===== src/rtl/wm_pkg.sv =====
package wm_pkg;

    localparam int SPD_W = 2;
    localparam int DUR_W = 8;

    typedef enum logic [2:0] {
        ST_IDLE,
        ST_LOCK,
        ST_DOSE,
        ST_FILL,
        ST_HEAT,
        ST_WASH,
        ST_DRAIN,
        ST_RELEASE
    } cyc_state_t;

    typedef struct packed {
        logic             rev;
        logic [SPD_W-1:0] speed;
    } motor_cmd_t;

    typedef struct packed {
        logic             rev;
        logic [SPD_W-1:0] speed;
        logic [DUR_W-1:0] dur;
    } motor_step_t;

    typedef struct packed {
        logic use_soap;
        logic use_heat;
    } prog_cfg_t;

    typedef struct packed {
        logic lock;
        logic valve;
        logic hatch;
        logic heater;
        logic pump;
    } act_t;

    // Motor step for program p, position i, scaled by the tick unit
    function automatic motor_step_t step_of(input int p, input int i, input int unit);
        motor_step_t s;
        s.rev   = 1'((i % 2) == 1);
        s.speed = SPD_W'(((p + i) % 3) + 1);
        s.dur   = DUR_W'(unit * (1 + ((p + i) % 2)));
        return s;
    endfunction

    // Actuator pattern for each phase
    function automatic act_t act_of(input cyc_state_t st);
        act_t a;
        a = '0;
        case (st)
            ST_LOCK:  a.lock = 1'b1;
            ST_DOSE:  begin a.lock = 1'b1; a.valve = 1'b1; a.hatch = 1'b1; end
            ST_FILL:  begin a.lock = 1'b1; a.valve = 1'b1; end
            ST_HEAT:  begin a.lock = 1'b1; a.heater = 1'b1; end
            ST_WASH:  a.lock = 1'b1;
            ST_DRAIN: begin a.lock = 1'b1; a.pump = 1'b1; end
            default:  a = '0;
        endcase
        return a;
    endfunction

endpackage


===== src/rtl/wm_prog_decode.sv =====
module wm_prog_decode
    import wm_pkg::*;
#(
    parameter int PROG_W = 2
) (
    input  logic [PROG_W-1:0] prog,
    output prog_cfg_t         cfg
);
    // Bit 0 selects heating, bit 1 selects detergent
    always_comb begin
        cfg.use_heat = prog[0];
        cfg.use_soap = prog[1];
    end

endmodule


===== src/rtl/wm_motor_pattern.sv =====
module wm_motor_pattern
    import wm_pkg::*;
#(
    parameter int PROG_W = 2,
    parameter int STEPS  = 4,
    parameter int UNIT   = 1
) (
    input  logic              clk,
    input  logic              rst,
    input  logic              tick,
    input  logic              active,
    input  logic [PROG_W-1:0] prog,
    output motor_cmd_t        cmd,
    output logic              last_done
);
    localparam int NPROG = 1 << PROG_W;
    localparam int IDX_W = (STEPS > 1) ? $clog2(STEPS) : 1;

    motor_step_t tbl [NPROG][STEPS];

    genvar gp, gs;
    generate
        for (gp = 0; gp < NPROG; gp++) begin : g_prog
            for (gs = 0; gs < STEPS; gs++) begin : g_step
                assign tbl[gp][gs] = step_of(gp, gs, UNIT);
            end
        end
    endgenerate

    logic [IDX_W-1:0] idx_q;
    logic [DUR_W-1:0] cnt_q;
    motor_step_t      cur;
    logic             step_end;
    logic             last_step;

    assign cur       = tbl[prog][idx_q];
    assign step_end  = (cnt_q == cur.dur - DUR_W'(1));
    assign last_step = (idx_q == IDX_W'(STEPS - 1));
    assign last_done = active && tick && step_end && last_step;

    always_ff @(posedge clk) begin
        if (rst || !active) begin
            idx_q <= '0;
            cnt_q <= '0;
        end else if (tick) begin
            if (step_end) begin
                cnt_q <= '0;
                idx_q <= last_step ? '0 : idx_q + IDX_W'(1);
            end else begin
                cnt_q <= cnt_q + DUR_W'(1);
            end
        end
    end

    assign cmd = active ? motor_cmd_t'{rev: cur.rev, speed: cur.speed} : '0;

endmodule


===== src/rtl/wm_cycle_ctrl.sv =====
module wm_cycle_ctrl
    import wm_pkg::*;
#(
    parameter int PROG_W = 2
) (
    input  logic              clk,
    input  logic              rst,
    input  logic              tick,
    input  logic              start,
    input  logic [PROG_W-1:0] prog_sel,
    input  prog_cfg_t         cfg,
    input  logic              soap_released,
    input  logic              water_full,
    input  logic              temp_reached,
    input  logic              drum_empty,
    input  logic              wash_done,
    output cyc_state_t        state,
    output logic [PROG_W-1:0] prog_q,
    output logic              done_q
);
    cyc_state_t nxt;

    always_comb begin
        nxt = state;
        if (tick) begin
            case (state)
                ST_IDLE:    if (start)         nxt = ST_LOCK;
                ST_LOCK:                       nxt = cfg.use_soap ? ST_DOSE : ST_FILL;
                ST_DOSE:    if (soap_released) nxt = ST_FILL;
                ST_FILL:    if (water_full)    nxt = cfg.use_heat ? ST_HEAT : ST_WASH;
                ST_HEAT:    if (temp_reached)  nxt = ST_WASH;
                ST_WASH:    if (wash_done)     nxt = ST_DRAIN;
                ST_DRAIN:   if (drum_empty)    nxt = ST_RELEASE;
                ST_RELEASE:                    nxt = ST_IDLE;
                default:                       nxt = ST_IDLE;
            endcase
        end
    end

    always_ff @(posedge clk) begin
        if (rst) begin
            state  <= ST_IDLE;
            prog_q <= '0;
            done_q <= 1'b0;
        end else begin
            state  <= nxt;
            done_q <= tick && (state == ST_RELEASE);
            if (tick && start && (state == ST_IDLE))
                prog_q <= prog_sel;
        end
    end

endmodule


===== src/rtl/wm_cycle_seq.sv =====
module wm_cycle_seq
    import wm_pkg::*;
#(
    parameter int PROG_W = 2,
    parameter int STEPS  = 4,
    parameter int UNIT   = 1
) (
    input  logic              clk,
    input  logic              rst,
    input  logic              tick,
    input  logic              start,
    input  logic [PROG_W-1:0] prog_sel,
    input  logic              soap_released,
    input  logic              water_full,
    input  logic              temp_reached,
    input  logic              drum_empty,
    output logic              door_lock,
    output logic              fill_valve,
    output logic              soap_hatch,
    output logic              heater_on,
    output logic              drain_pump,
    output logic              motor_rev,
    output logic [SPD_W-1:0]  motor_speed,
    output logic              cycle_done
);
    cyc_state_t        state;
    logic [PROG_W-1:0] prog_q;
    prog_cfg_t         cfg;
    motor_cmd_t        mcmd;
    logic              wash_done;
    act_t              act;

    wm_prog_decode #(.PROG_W(PROG_W)) u_decode (
        .prog (prog_q),
        .cfg  (cfg)
    );

    wm_cycle_ctrl #(.PROG_W(PROG_W)) u_ctrl (
        .clk           (clk),
        .rst           (rst),
        .tick          (tick),
        .start         (start),
        .prog_sel      (prog_sel),
        .cfg           (cfg),
        .soap_released (soap_released),
        .water_full    (water_full),
        .temp_reached  (temp_reached),
        .drum_empty    (drum_empty),
        .wash_done     (wash_done),
        .state         (state),
        .prog_q        (prog_q),
        .done_q        (cycle_done)
    );

    wm_motor_pattern #(.PROG_W(PROG_W), .STEPS(STEPS), .UNIT(UNIT)) u_motor (
        .clk       (clk),
        .rst       (rst),
        .tick      (tick),
        .active    (state == ST_WASH),
        .prog      (prog_q),
        .cmd       (mcmd),
        .last_done (wash_done)
    );

    assign act         = act_of(state);
    assign door_lock   = act.lock;
    assign fill_valve  = act.valve;
    assign soap_hatch  = act.hatch;
    assign heater_on   = act.heater;
    assign drain_pump  = act.pump;
    assign motor_rev   = mcmd.rev;
    assign motor_speed = mcmd.speed;

endmodule


===== config.mk =====
export PLATFORM = sky130hd
export DESIGN_NAME = wm_cycle_seq
export DESIGN_NICKNAME = d
export VERILOG_FILES = /design/src/rtl/wm_pkg.sv /design/src/rtl/wm_prog_decode.sv /design/src/rtl/wm_motor_pattern.sv /design/src/rtl/wm_cycle_ctrl.sv /design/src/rtl/wm_cycle_seq.sv
export SDC_FILE = /design/constraint.sdc
export NUM_CORES = 1
export LEC_CHECK = 0
export ABC_CLOCK_PERIOD_IN_PS = 2400
export CORE_MARGIN = 10
export CORE_UTILIZATION = 35
export DETAILED_ROUTE_END_ITERATION = 10
export GPL_ROUTABILITY_DRIVEN = 0
export GPL_TIMING_DRIVEN = 0
export HOLD_SLACK_MARGIN = 0.1
export PLACE_DENSITY_LB_ADDON = 0.12
export SLEW_MARGIN = 20
export SYNTH_ARGS = -nofsm -noshare
export SYNTH_HDL_FRONTEND = slang
export SYNTH_HIERARCHICAL = 1
export SYNTH_SLANG_ARGS = --single-unit

===== constraint.sdc =====
create_clock -name clk -period 2.4 [get_ports clk]
set_input_delay 0.36 -clock clk [delete_from_list [all_inputs] [get_ports clk]]
set_output_delay 0.36 -clock clk [all_outputs]
set_load 0.005 [all_outputs]

; ---- Word-level counts from Yosys, hierarchy flattened
; Cells that the tools add are included.
[totals]
ff_bits = 16
input_bits = 10
out_inout_bits = 9
elab_cells = 63
[classes]
addsub = 3
order_cmp = 2
n_eq_ne = 15
n_mux = 23
bitwise = 2
reduce_logical = 13
[ops]
columns = op, n
row1 = $bmux 44 s2, 1
row2 = $mux 44, 2
row3 = $pmux 3 s8, 1
row4 = $bmux 11 s2, 1
row5 = $mux 11, 2
row6 = $mux 3, 7
row7 = $eq 3x3->1 const B, 4
row8 = $ne 2x2->1 const B, 6
row9 = $add 8x1->8 const B, 1
row10 = $eq 8x8->1, 1
row11 = $mux 8, 1
row12 = $sub 8x1->8 const B, 1
row13 = $mux 1, 7
row14 = $reduce_and 7->1, 1
row15 = $eq 3x2->1 const B, 2
row16 = $ge 3x3->1 const B, 2
row17 = $logic_and 1x1->1, 6
row18 = $not 2->3, 2
row19 = $reduce_or 6->1, 1
row20 = $eq 3x1->1 const B, 1
row21 = $logic_not 3->1, 1
row22 = $add 2x1->2 const B, 1
row23 = $eq 2x2->1 const B, 1
row24 = $mux 2, 1
row25 = 4 further kinds, 4

; ---- Depth between registers and ports, before layout
; Gate-level depths: netlist (run 1).
[logic_depth]
ltp_word = 13
ltp_mapped = 10
ltp_nobuf = 9

; ---- Cells and area by module
; The synthesis (run 1) kept the hierarchy.
[by_module_without_submodules]
columns = mod, n_inst, cells_per_inst, area_per_inst_um2, seq_area_each_um2
row1 = wm_motor_pattern, 1, 77, 705.7, 200.2
row2 = wm_cycle_ctrl, 1, 40, 370.4, 120.1
row3 = wm_cycle_seq, 1, 8, 58.8, 0.0
row4 = wm_prog_decode, 1, 2, 15.0, 0.0

; ---- Least setup slack after synthesis (run 1)
; OpenSTA, ideal clock, no wires.
[synth_path]
kind = reg2reg
from = register u_motor.idx_q[0]
to = register u_ctrl.state[0]
setup_ns = 0.128
arrival_ns = 2.029
required_time_ns = 2.272
slack_ns = 0.243
stages_incl_launch_ff = 11
n_path_buf = 1
period_less_slack_ns = 2.157
path_cell_list = dfxtp_1 > buf_6 > xnor2_4 > inv_1 > ha_1 > nor4_1 > nand2_1 > a2111oi_2 > o221ai_2 > a31oi_1 > a211oi_2
[synth_between]
elab_chain_cells = 10
word_cells_on_any_way = 11
cone_classes = 1 x add/sub / 3 x eq/ne / 3 x mux / 1 x bitwise / 3 x reduce/logical
[synth_rtl]
columns = element, line_no
row1 = "start, declared", wm_motor_pattern.sv:30  ; logic [IDX_W-1:0] idx_q;
row2 = "start signal, assigned", wm_motor_pattern.sv:48  ; idx_q <= last_step ? '0 : idx_q + IDX_W'(1);
row3 = $not 2->3 (not written as such), wm_motor_pattern.sv:36  ; assign cur = tbl[prog][idx_q];
row4 = $bmux 11 s2, wm_motor_pattern.sv:36
row5 = $mux 11 (not written as such) (2 in series), wm_motor_pattern.sv:36
row6 = $sub 8x1->8, wm_motor_pattern.sv:37  ; assign step_end = (cnt_q == cur.dur - DUR_W'(1));
row7 = $eq 8x8->1, wm_motor_pattern.sv:37
row8 = $logic_and 1x1->1, wm_motor_pattern.sv:39  ; assign last_done = active && tick && step_end && last_step;
row9 = $logic_and 1x1->1 *, wm_motor_pattern.sv:39
row10 = net wash_done, wm_cycle_seq.sv:30  ; logic wash_done;
row11 = $ne 2x2->1 (no line) *, --
row12 = $reduce_and 7->1 (no line) *, --
row13 = "end signal, assigned", wm_cycle_ctrl.sv:46  ; state <= nxt;
row14 = "end, declared", wm_cycle_ctrl.sv:17  ; output cyc_state_t state,
; Mark *: on every way through the listed nets, which the timed path passes. The rest lies on a longest branch. The select of a mux whose other input is x is not followed.
; A chain may end at the register's enable or synchronous reset.

; ---- Worst setup path in the final report (run 1)
[layout_path]
from = register u_ctrl.prog_q[0]
to = register u_ctrl.state[0]
[layout_between]
elab_chain_cells = 13
word_cells_on_any_way = 16
cone_classes = 1 x add/sub / 2 x eq/ne / 9 x mux / 1 x bitwise / 3 x reduce/logical
[layout_rtl]
columns = element, line_no
row1 = "start, declared", wm_cycle_ctrl.sv:18  ; output logic [PROG_W-1:0] prog_q,
row2 = "start signal, assigned", wm_cycle_ctrl.sv:49  ; prog_q <= prog_sel;
row3 = $not 2->3 (not written as such), wm_motor_pattern.sv:36
row4 = $bmux 44 s2, wm_motor_pattern.sv:36
row5 = $mux 44 (not written as such) (2 in series), wm_motor_pattern.sv:36
row6 = $bmux 11 s2, wm_motor_pattern.sv:36
row7 = $mux 11 (not written as such) (2 in series), wm_motor_pattern.sv:36
row8 = $sub 8x1->8, wm_motor_pattern.sv:37
row9 = $eq 8x8->1, wm_motor_pattern.sv:37
row10 = $logic_and 1x1->1 (2 in series), wm_motor_pattern.sv:39
row11 = net wash_done, wm_cycle_seq.sv:30
row12 = $ne 2x2->1 (no line), --
row13 = $reduce_and 7->1 (no line), --
; The timed path passes the listed nets, and every way through them passes these cells. The select of a mux whose other input is x is not followed.

==> metrics.md, run 1 <==
| Metric | Value |
|---|---|
| Max-cap violation count | `0` |
| Library cells used by synthesis | `41` |
| Slew @ Worst Pin | `0.454 ns` |
| Clk_lat worst skew | `0.29 ns` |
| CP arrival | `2.53 ns` |
| Critical Path Fanout Max | `4` |
| CTS sink count | `16` |
| Crit path launch type | `register` |
| Diodes inserted | `0` |
| Total net switching power | `167 µW` |
| FFs w/ async S/R, synth | `0%` |
| Commonest cells after routing, fill and taps aside | `16 x clkdlybuf4s50_1, 15 x nand2_1, 15 x dfxtp_1, 12 x nor3_1` |
| Syn_nets | `142` |
| Ys flop type | `dfxtp_1` |
| Pint | `441 µW` |
| Drt initial violations | `62` |
| Design Area, Final | `1460 µm²` |
| # DRC | `0` |
| Clock Tree Root | `clkbuf_4` |
| Floorplan row count | `20` |
| Total Routing Usage GR | `8.66%` |
| Layout cells sized above 1 | `18.5%` |
| Die Wd | `77.3 µm` |
| Largest net degree at the start of global routing | `14` |
| LEAKAGE | `0.542 nW` |
| Hold/Removal Path Class | `register to register` |
| Setup TNS | `0 ns` |
| Initial core utilization | `37.1%` |
| Worst Hold Launch | `u_motor/idx_q[1]` |
| DRT antenna net count | `0` |
| Critical Path Sink Type | `register` |
| Crit Path Category | `register to register` |
| Maximum vdd drop | `0.311 mV` |
| Switching part of the total power | `27.5%` |
| Post-synthesis cell count | `127` |
| Final setup violating endpoints | `0` |
| Vias | `951` |
| Global route overflow | `0` |
| Worst-path clk slew | `0.10 ns` |
| Initial antenna violation count | `0` |
| Seq cells post-synth | `16` |
| Die footprint | `5980 µm²` |
| DRT Wirelength | `2510 µm` |
| Worst slew margin | `69.7%` |
| CTS Buf Count | `3` |
| Post-synthesis sequential area ratio | `27.9%` |
| Flop pwr share | `47.1%` |
| IO Pins | `19` |
| IO buf count | `18` |
| Max Root-Sink Buffers | `2` |
| Status | `completed` |
| Critical Path RT | `2.59 ns` |
| Core ar. | `3100 µm²` |
| Most common cell after layout, fill and taps aside | `clkdlybuf4s50_1` |
| Fmax | `426 MHz` |
| Syn Area/Cell | `9.05 µm²` |
| Endpoints failing hold | `0` |
| Syn Std Cell Area | `1150 µm²` |
| Total power | `608 µW` |
| Htree depth | `1` |
| Nets | `167` |
| Synth warn | `6` |
| Min Tclk post-route | `2.35 ns` |
| Max Clock Skew | `0.00587 ns` |
| First-pass GRT wire length | `4300 µm` |
| RSZ-0062 raised after global routing | `true` |
| Number of synthesized flops with an enable pin | `0` |
| Average wire per standard cell | `12.9 µm` |
| Period utilization | `97.8%` |
| Syn-to-layout area delta | `27.2%` |
| Placed cell area | `1390 µm²` |
| Combinational share of power | `22.7%` |
| Detailed Place HPWL | `1870 µm` |
| Vias in the first global route | `901` |
| Pre-Repair DR Iteration Count | `4` |
| Clock Power Share | `30.2%` |
| CTS tree | `done` |
| CP startpoint | `u_ctrl/prog_q[0]` |
| Fin. max-slew vios | `0` |
| Crit Reg-Reg Startpoint | `u_ctrl/prog_q[0]` |
| Pwr dens | `415 nW/µm²` |
| Die height | `77.3 µm` |
| Vias/cell | `4.88` |
==> routing by layer <==
metal  wire [µm]  GRT usage, %  vias up
met3         126          3.96        5
met4          37          3.28        0
met2        1190          13.7       14
met5           0             0        -
met1        1160          9.95      438
li1            -             -      494
==> layout make-up <==
type / count / area [µm²]
sequential: 16 / 324
clock buffer: 4 / 36.3
inverter: 5 / 18.8
buffer: 7 / 53.8
timing repair buffer: 20 / 200
multi-input combinational: 99 / 774
tap: 44 / 55.1
fill: 337 / 1640
==> cells in the mapped netlist (2+ instances only) <==
cell      number  share of area [%]
a211oi_2       2                2.2
xnor2_1        4                3.0
o21ai_0        2               0.87
nor2_1         8                2.6
inv_1          5                1.6
nand4_1        2                1.1
nand3_1        2               0.87
nor3_1        12                5.2
xor2_1         4                3.0
ha_1           5                5.4
a21oi_1        2               0.87
nand2_1       15                4.9
nor3b_1        4                2.6
and3b_2        2                1.7
or3_1          2                1.1
buf_6          2                2.0
dfxtp_1       16                 28
nand2b_1       3                1.6
mux2i_1        8                7.0
buf_4          3                2.0
nor2b_1        4                2.2
==> registers in the layout, indices dropped and copies added, names as in the netlist <==
| register | flops |
|---|---|
| u_ctrl/state | 3 |
| u_motor/idx_q | 2 |
| u_motor/cnt_q | 8 |
| u_ctrl/done_q | 1 |
| u_ctrl/prog_q | 2 |
==> power by group through the flow <==
stage | combinational (mW) | sequential [mW] | clock, mW
after floorplan | 0.0866 | 0.290 | 0
after global placement | 0.129 | 0.294 | 0
after detailed placement | 0.131 | 0.295 | 0
after CTS | 0.137 | 0.286 | 0.191
after global routing | 0.151 | 0.288 | 0.202
final | 0.138 | 0.286 | 0.183
==> worst max-delay path, cell delays in order, from the launching register on <==
cell and delay, ns:
dfxtp_4 0.36, buf_4 0.16, xnor2_4 0.18, ha_1 0.21, nand3_1 0.08, or3_4 0.38
a2111oi_4 0.43, o221ai_2 0.16, a31oi_1 0.22, a211oi_2 0.06
==> metrics by stage <==
step / setup slack [ns] / util (%) / instances / hold slack, ns
floorplan: 0.243 / - / 127 / 0.432
global placement: 0.0391 / 44.6 / 189 / 0.518
detailed placement: 0.0197 / 44.6 / 189 / 0.523
CTS: 0.00167 / 46.6 / 194 / 0.539
global route: -0.0555 / 47.1 / 195 / 0.588
finish: 0.0526 / 47.1 / 195 / 0.534
==> worst paths after layout <==
check / to / slack, ns / cells after the start
max: u_ctrl/state[0] / 0.05 / 9
min: u_motor/idx_q[1] / 0.53 / 2
max reg2reg: u_ctrl/state[0] / 0.05 / 9
min reg2reg: u_motor/idx_q[1] / 0.53 / 2
==> timing repair <==
item                                    CTS  global route
hold buffers                              0             0
buffers inserted                          1             1
pin swaps                                 0             2
endpoints found under the setup margin    3             4
endpoints found under the hold margin     0             0
resized for setup                         3             3
==> logic make-up (layout without fill, tap and decap cells) <==
kind of cell,count (synthesis),in the layout,synth area share (%)
AND/OR/NAND/NOR,61,61,30.4
adder cells (fa/ha/maj),5,5,5.44
flip-flops,16,16,27.9
multiplexers,9,9,8.27
XOR/XNOR,10,10,9.90
buffers and inverters,12,36,6.31
AO/OA/AOI/OAI,14,14,11.9
No activity file was read; power rests on OpenSTA's default activity.
==> inputs of run 2 (changes only) <==
--- a/config.mk
+++ b/config.mk
@@ -7,7 +7,7 @@
 export LEC_CHECK = 0
 export ABC_CLOCK_PERIOD_IN_PS = 2400
 export CORE_MARGIN = 10
-export CORE_UTILIZATION = 35
+export CORE_UTILIZATION = 44
 export DETAILED_ROUTE_END_ITERATION = 10
 export GPL_ROUTABILITY_DRIVEN = 0
 export GPL_TIMING_DRIVEN = 0
==> metrics.md, run 2 (synthesized netlist as in run 1, its figures left out) <==
| Metric | Value |
|---|---|
| Nets | `168 (was 167)` |
| Initial core utilization | `46.4% (was 37.1%)` |
| # DRC | `0 (unchanged)` |
| Core ar. | `2480 µm² (was 3100 µm²)` |
| Max reg flops | `8 (unchanged)` |
| Worst-path clk slew | `0.10 ns (about the same)` |
| FILL cells | `240 (was 337)` |
| Final setup violating endpoints | `0 (unchanged)` |
| Diodes inserted | `0 (unchanged)` |
| Slowest stage delay, CP | `0.38 ns (was 0.43 ns)` |
| WP buf/inv | `1 (unchanged)` |
| Vias | `972 (was 951)` |
| Crit Path Category | `register to register (unchanged)` |
| Most common cell after layout, fill and taps aside | `clkdlybuf4s50_1 (unchanged)` |
| Crit path launch type | `register (unchanged)` |
| Layout cells sized above 1 | `19.7% (was 18.5%)` |
| Largest net degree at the start of global routing | `14 (unchanged)` |
| Die footprint | `5060 µm² (was 5980 µm²)` |
| Critical Path Fanout Max | `8 (was 4)` |
| IO Pins | `19 (unchanged)` |
| Fmax | `431 MHz (was 426 MHz)` |
| Top reg by flops | `u_motor/cnt_q (unchanged)` |
| CTS Buf Count | `3 (unchanged)` |
| Min Tclk post-route | `2.32 ns (was 2.35 ns)` |
| Largest regs | `u_motor/cnt_q (8), u_ctrl/state (3) (unchanged)` |
| Period utilization | `96.6% (was 97.8%)` |
| Layout Utilization | `58.5% (was 47.1%)` |
| Initial antenna violation count | `0 (unchanged)` |
| Commonest cells after routing, fill and taps aside | `17 x clkdlybuf4s50_1, 15 x dfxtp_1, 14 x nand2_1, 12 x nor3_1 (was 16 x clkdlybuf4s50_1, 15 x nand2_1, 15 x dfxtp_1, 12 x nor3_1)` |
| Pre-Repair DR Iteration Count | `4 (unchanged)` |
| Slowest stage cell, crit path | `or3_4 (was a2111oi_4)` |
| CTS sink count | `16 (unchanged)` |
| Setup ws final | `0.0811 ns (was 0.0526 ns)` |
| Multi-input logic area | `778 µm² (was 774 µm²)` |
| Design Area, Final | `1450 µm² (was 1460 µm²)` |
| Cell family with most CP delay | `compound AO/OA/AOI/OAI gates (unchanged)` |
| Max Root-Sink Buffers | `2 (unchanged)` |
| Total Routing Usage GR | `9.69% (was 8.66%)` |
| LEAKAGE | `0.516 nW (was 0.542 nW)` |
| Hold/Removal Path Class | `register to register (unchanged)` |
| Htree depth | `1 (unchanged)` |
| Die height | `71.1 µm (was 77.3 µm)` |
| DRT antenna net count | `0 (unchanged)` |
| CTS tree | `done (unchanged)` |
| Global route overflow | `0 (unchanged)` |
| Endpoints failing hold | `0 (unchanged)` |
| Cell Chain, Critical Path | `buf_6, xnor2_4, ha_1, nand3_1, or3_4, a2111oi_4, o221ai_2, a31oi_1, a211oi_2 (was buf_4, xnor2_4, ha_1, nand3_1, or3_4, a2111oi_4, o221ai_2, a31oi_1, a211oi_2)` |
| Clk_lat worst skew | `0.28 ns (was 0.29 ns)` |
| Die Wd | `71.1 µm (was 77.3 µm)` |
| Critical Path Sink Type | `register (unchanged)` |
| Maximum vdd drop | `0.303 mV (was 0.311 mV)` |
| Detailed Place HPWL | `1880 µm (was 1870 µm)` |
| DRT Wirelength | `2490 µm (was 2510 µm)` |
| Max Clock Skew | `0.00198 ns (was 0.00587 ns)` |
| Pwr dens | `420 nW/µm² (was 415 nW/µm²)` |
| Drt initial violations | `25 (was 62)` |
| Placed cell area | `1370 µm² (was 1390 µm²)` |
| Hold-fix buffer count after cts | `0 (unchanged)` |
| Pre-CTS WS | `0.0674 ns (was 0.0197 ns)` |
| Vias/cell | `5.34 (was 4.88)` |
| Floorplan row count | `18 (was 20)` |
| Critical Path RT | `2.58 ns (was 2.59 ns)` |
| Clock Tree Root | `clkbuf_4 (unchanged)` |
| Average wire per standard cell | `13.7 µm (was 12.9 µm)` |
| CP arrival | `2.50 ns (was 2.53 ns)` |
| Status | `completed (unchanged)` |
| Slew @ Worst Pin | `0.452 ns (was 0.454 ns)` |
| Register area | `324 µm² (unchanged)` |
| Fin. max-slew vios | `0 (unchanged)` |
| IO buf count | `18 (unchanged)` |
| Vias in the first global route | `921 (was 901)` |
| Max-cap violation count | `0 (unchanged)` |
| Worst slew margin | `69.8% (was 69.7%)` |
| First-pass GRT wire length | `4200 µm (was 4300 µm)` |
| Syn-to-layout area delta | `26.1% (was 27.2%)` |
## run 2: metal layers
layer  share of wire [%]  vias up  GRT usage [%]
met4                0.52        0           2.58
met2                  50       13           16.3
met5                   0        -              0
li1                    -      499              -
met3                 5.2        2           3.35
met1                  44      458           11.4
## run 2: where the power goes
| part | switching, mW | internal (mW) |
|---|---|---|
| sequential | 0.0140 | 0.271 |
| clock | 0.0916 | 0.0923 |
| combinational | 0.0617 | 0.0785 |
## run 2: through the flow
step                hold WS [ns]  std cells  power (mW)  TNS, ns
CTS                        0.548        180       0.617        0
finish                     0.540        182       0.610        0
detailed placement         0.532        175       0.425        0
floorplan                  0.432        127       0.376        0
global placement           0.518        175       0.421        0
global route               0.569        182       0.645  -0.0330
## run 2: layout make-up
cell class	instances	area share, %
Timing Repair Buffer	21	13.9
Sequential cell	16	22.3
Clock buffer	4	2.50
Multi-Input combinational cell	99	53.7
Inverter	5	1.29
Buffer	7	3.71
Tap cell	30	2.59
## run 2: tightest hold or removal path: cells and delay by family, from the launching register on
family	cells	cell delay [ns]
flip-flops	1	0.37
multiplexers	1	0.06
AND/OR/NAND/NOR	1	0.08
## run 2: what timing repair did
| action | CTS | global route |
|---|---|---|
| setup endpoints to repair | 2 | 2 |
| pin swaps | 0 | 1 |
| setup buffers | 1 | 2 |
| gates resized for setup | 3 | 3 |
## run 2: path summary, 6_finish.rpt
kind                          from          endpoint  slack, ns  depth (start not counted)
hold reg to reg   u_motor/idx_q[1]  u_motor/idx_q[1]       0.54                          2
setup reg to reg  u_motor/idx_q[0]   u_ctrl/state[0]       0.08                          9
hold / removal    u_motor/idx_q[1]  u_motor/idx_q[1]       0.54                          2
setup / recovery  u_motor/idx_q[0]   u_ctrl/state[0]       0.08                          9
==> inputs of run 3 (changes only) <==
--- a/config.mk
+++ b/config.mk
@@ -5,14 +5,16 @@
 export SDC_FILE = /design/constraint.sdc
 export NUM_CORES = 1
 export LEC_CHECK = 0
+export ABC_AREA = 0
 export ABC_CLOCK_PERIOD_IN_PS = 2400
+export CAP_MARGIN = 15
 export CORE_MARGIN = 10
 export CORE_UTILIZATION = 44
 export DETAILED_ROUTE_END_ITERATION = 10
 export GPL_ROUTABILITY_DRIVEN = 0
 export GPL_TIMING_DRIVEN = 0
 export HOLD_SLACK_MARGIN = 0.1
-export PLACE_DENSITY_LB_ADDON = 0.12
+export PLACE_DENSITY = 0.64
 export SLEW_MARGIN = 20
 export SYNTH_ARGS = -nofsm -noshare
 export SYNTH_HDL_FRONTEND = slang
==> metrics.md, run 3 (synthesized netlist as in run 1, its figures left out) <==
| Metric | Value |
|---|---|
| CP startpoint | `u_ctrl/prog_q[0] (was u_motor/idx_q[0])` |
| Htree depth | `1 (unchanged)` |
| CTS tree | `done (unchanged)` |
| Vias | `962 (was 972)` |
| R2R Setup Slk | `0.09 ns (was 0.08 ns)` |
| Clock Tree Root | `clkbuf_4 (unchanged)` |
| Pwr dens | `420 nW/µm² (about the same)` |
| Vias in the first global route | `926 (was 921)` |
| Die height | `71.1 µm (unchanged)` |
| Register area | `324 µm² (unchanged)` |
| Worst setup endpoint | `u_ctrl/state[0] (unchanged)` |
| Hold-fix buffer count after cts | `0 (unchanged)` |
| IO buf count | `18 (unchanged)` |
| RSZ-0062 raised after global routing | `false` |
| CP arrival | `2.50 ns (about the same)` |
| Die footprint | `5060 µm² (unchanged)` |
| Slew @ Worst Pin | `0.459 ns (was 0.452 ns)` |
| Max Root-Sink Buffers | `2 (unchanged)` |
| Top reg by flops | `u_motor/cnt_q (unchanged)` |
| DRT Wirelength | `2350 µm (was 2490 µm)` |
| First-pass GRT wire length | `4080 µm (was 4200 µm)` |
| Critical Path Fanout Max | `4 (was 8)` |
| Initial core utilization | `46.4% (unchanged)` |
| Vias/cell | `5.29 (was 5.34)` |
| Global route overflow | `0 (unchanged)` |
| Critical Path Sink Type | `register (unchanged)` |
| Max reg flops | `8 (unchanged)` |
| Hold Worst Slack | `0.535 ns (was 0.540 ns)` |
| Setup TNS | `0 ns (unchanged)` |
| CTS sink count | `16 (unchanged)` |
| LEAKAGE | `0.517 nW (was 0.516 nW)` |
| Pre-Repair DR Iteration Count | `4 (unchanged)` |
| Diodes inserted | `0 (unchanged)` |
| Average wire per standard cell | `12.9 µm (was 13.7 µm)` |
| Fin. max-slew vios | `0 (unchanged)` |
| Hold/Removal Path Class | `register to register (unchanged)` |
| Syn-to-layout area delta | `27.7% (was 26.1%)` |
| Clk_lat worst skew | `0.29 ns (was 0.28 ns)` |
| Crit path launch type | `register (unchanged)` |
| Floorplan row count | `18 (unchanged)` |
| CTS Buf Count | `3 (unchanged)` |
| Max Clock Skew | `0.00231 ns (was 0.00198 ns)` |
| Crit Path Category | `register to register (unchanged)` |
| IO Pins | `19 (unchanged)` |
| Layout cells sized above 1 | `19.7% (unchanged)` |
| FILL cells | `228 (was 240)` |
| Hold Crit Depth | `2 (unchanged)` |
| Period utilization | `96.4% (was 96.6%)` |
| Max-cap violation count | `0 (unchanged)` |
| Multi-input logic area | `785 µm² (was 778 µm²)` |
| Largest regs | `u_motor/cnt_q (8), u_ctrl/state (3) (unchanged)` |
| # DRC | `0 (unchanged)` |
| Status | `completed (unchanged)` |
| Critical Path RT | `2.58 ns (about the same)` |
| Min Tclk post-route | `2.31 ns (was 2.32 ns)` |
| Initial antenna violation count | `0 (unchanged)` |
| Worst R2R End | `u_ctrl/state[0] (unchanged)` |
| DRT antenna net count | `0 (unchanged)` |
| Maximum vdd drop | `0.284 mV (was 0.303 mV)` |
| Crit Reg-Reg Startpoint | `u_ctrl/prog_q[0] (was u_motor/idx_q[0])` |
| Most common cell after layout, fill and taps aside | `clkdlybuf4s50_1 (unchanged)` |
| Nets | `168 (unchanged)` |
| Worst slew margin | `69.4% (was 69.8%)` |
| Fmax | `432 MHz (was 431 MHz)` |
| Core ar. | `2480 µm² (unchanged)` |
| R2R depth | `10 (was 9)` |
| Layout Utilization | `59.3% (was 58.5%)` |
| Detailed Place HPWL | `1800 µm (was 1880 µm)` |
| Final setup violating endpoints | `0 (unchanged)` |
| Drt initial violations | `45 (was 25)` |
| Total Routing Usage GR | `9.30% (was 9.69%)` |
| Commonest cells after routing, fill and taps aside | `17 x clkdlybuf4s50_1, 15 x dfxtp_1, 14 x nand2_1, 12 x nor3_1 (unchanged)` |
| Die Wd | `71.1 µm (unchanged)` |
| Total power | `616 µW (was 610 µW)` |
| Largest net degree at the start of global routing | `14 (unchanged)` |
| Worst-path clk slew | `0.10 ns (about the same)` |
| Endpoints failing hold | `0 (unchanged)` |
## run 3: area by class of cell
class / instances / area share [%]
Buffer: 7 / 3.66
Clock buffer: 4 / 2.47
Inverter: 5 / 1.28
Multi-Input combinational cell: 99 / 53.4
Sequential cell: 16 / 22.1
Tap cell: 30 / 2.56
Timing Repair Buffer: 21 / 14.6
## run 3: how the worst min path moves through the flow
stage / from / endpoint / slack (ns)
6_report: u_motor/idx_q[1] / u_motor/idx_q[1] / 0.53
3_5_place_dp: u_motor/idx_q[1] / u_motor/idx_q[1] / 0.53
2_1_floorplan: rst / u_ctrl/prog_q[0] / 0.43
4_1_cts: u_motor/idx_q[1] / u_motor/idx_q[1] / 0.54
3_3_place_gp: u_motor/idx_q[1] / u_motor/idx_q[1] / 0.52
5_1_grt: u_motor/idx_q[1] / u_motor/idx_q[1] / 0.59
## run 3: per-stage QoR
stage / area [µm²] / setup slack (ns) / instances
floorplan: 1150 / 0.243 / 127
global placement: 1370 / 0.0451 / 175
detailed placement: 1370 / -0.0101 / 175
CTS: 1440 / 0.0319 / 180
global route: 1470 / 0.0129 / 182
finish: 1470 / 0.0865 / 182
## run 3: metal layers
metal	routed length, µm	vias to the layer above	GRT usage, %
met5	0	-	0
met2	1080	22	15.1
met4	29	0	3.23
met3	156	4	2.93
met1	1090	435	11.2
li1	-	501	-
## run 3: where the power goes
part	total [mW]	leakage, nW	switching, mW	internal [mW]
clock	0.186	0.0210	0.0932	0.0925
combinational	0.145	0.366	0.0623	0.0823
sequential	0.286	0.130	0.0145	0.271
total	0.616	0.517	0.170	0.446
## run 3: worst max-delay path, stage by stage (launching register included)
cell and delay (ns):
dfxtp_4 0.37, buf_12 0.13, xnor2_4 0.15, inv_1 0.10, ha_4 0.14, nand3_1 0.08, or3_4 0.38, a2111oi_4 0.41
o221ai_2 0.17, a31oi_1 0.21, a211oi_2 0.06
## run 3: repair_timing
| item | in CTS | in global routing |
|---|---|---|
| resized for setup | 4 | 3 |
| setup endpoints to repair | 3 | 2 |
| setup buffers | 1 | 2 |
| pin swaps | 0 | 5 |
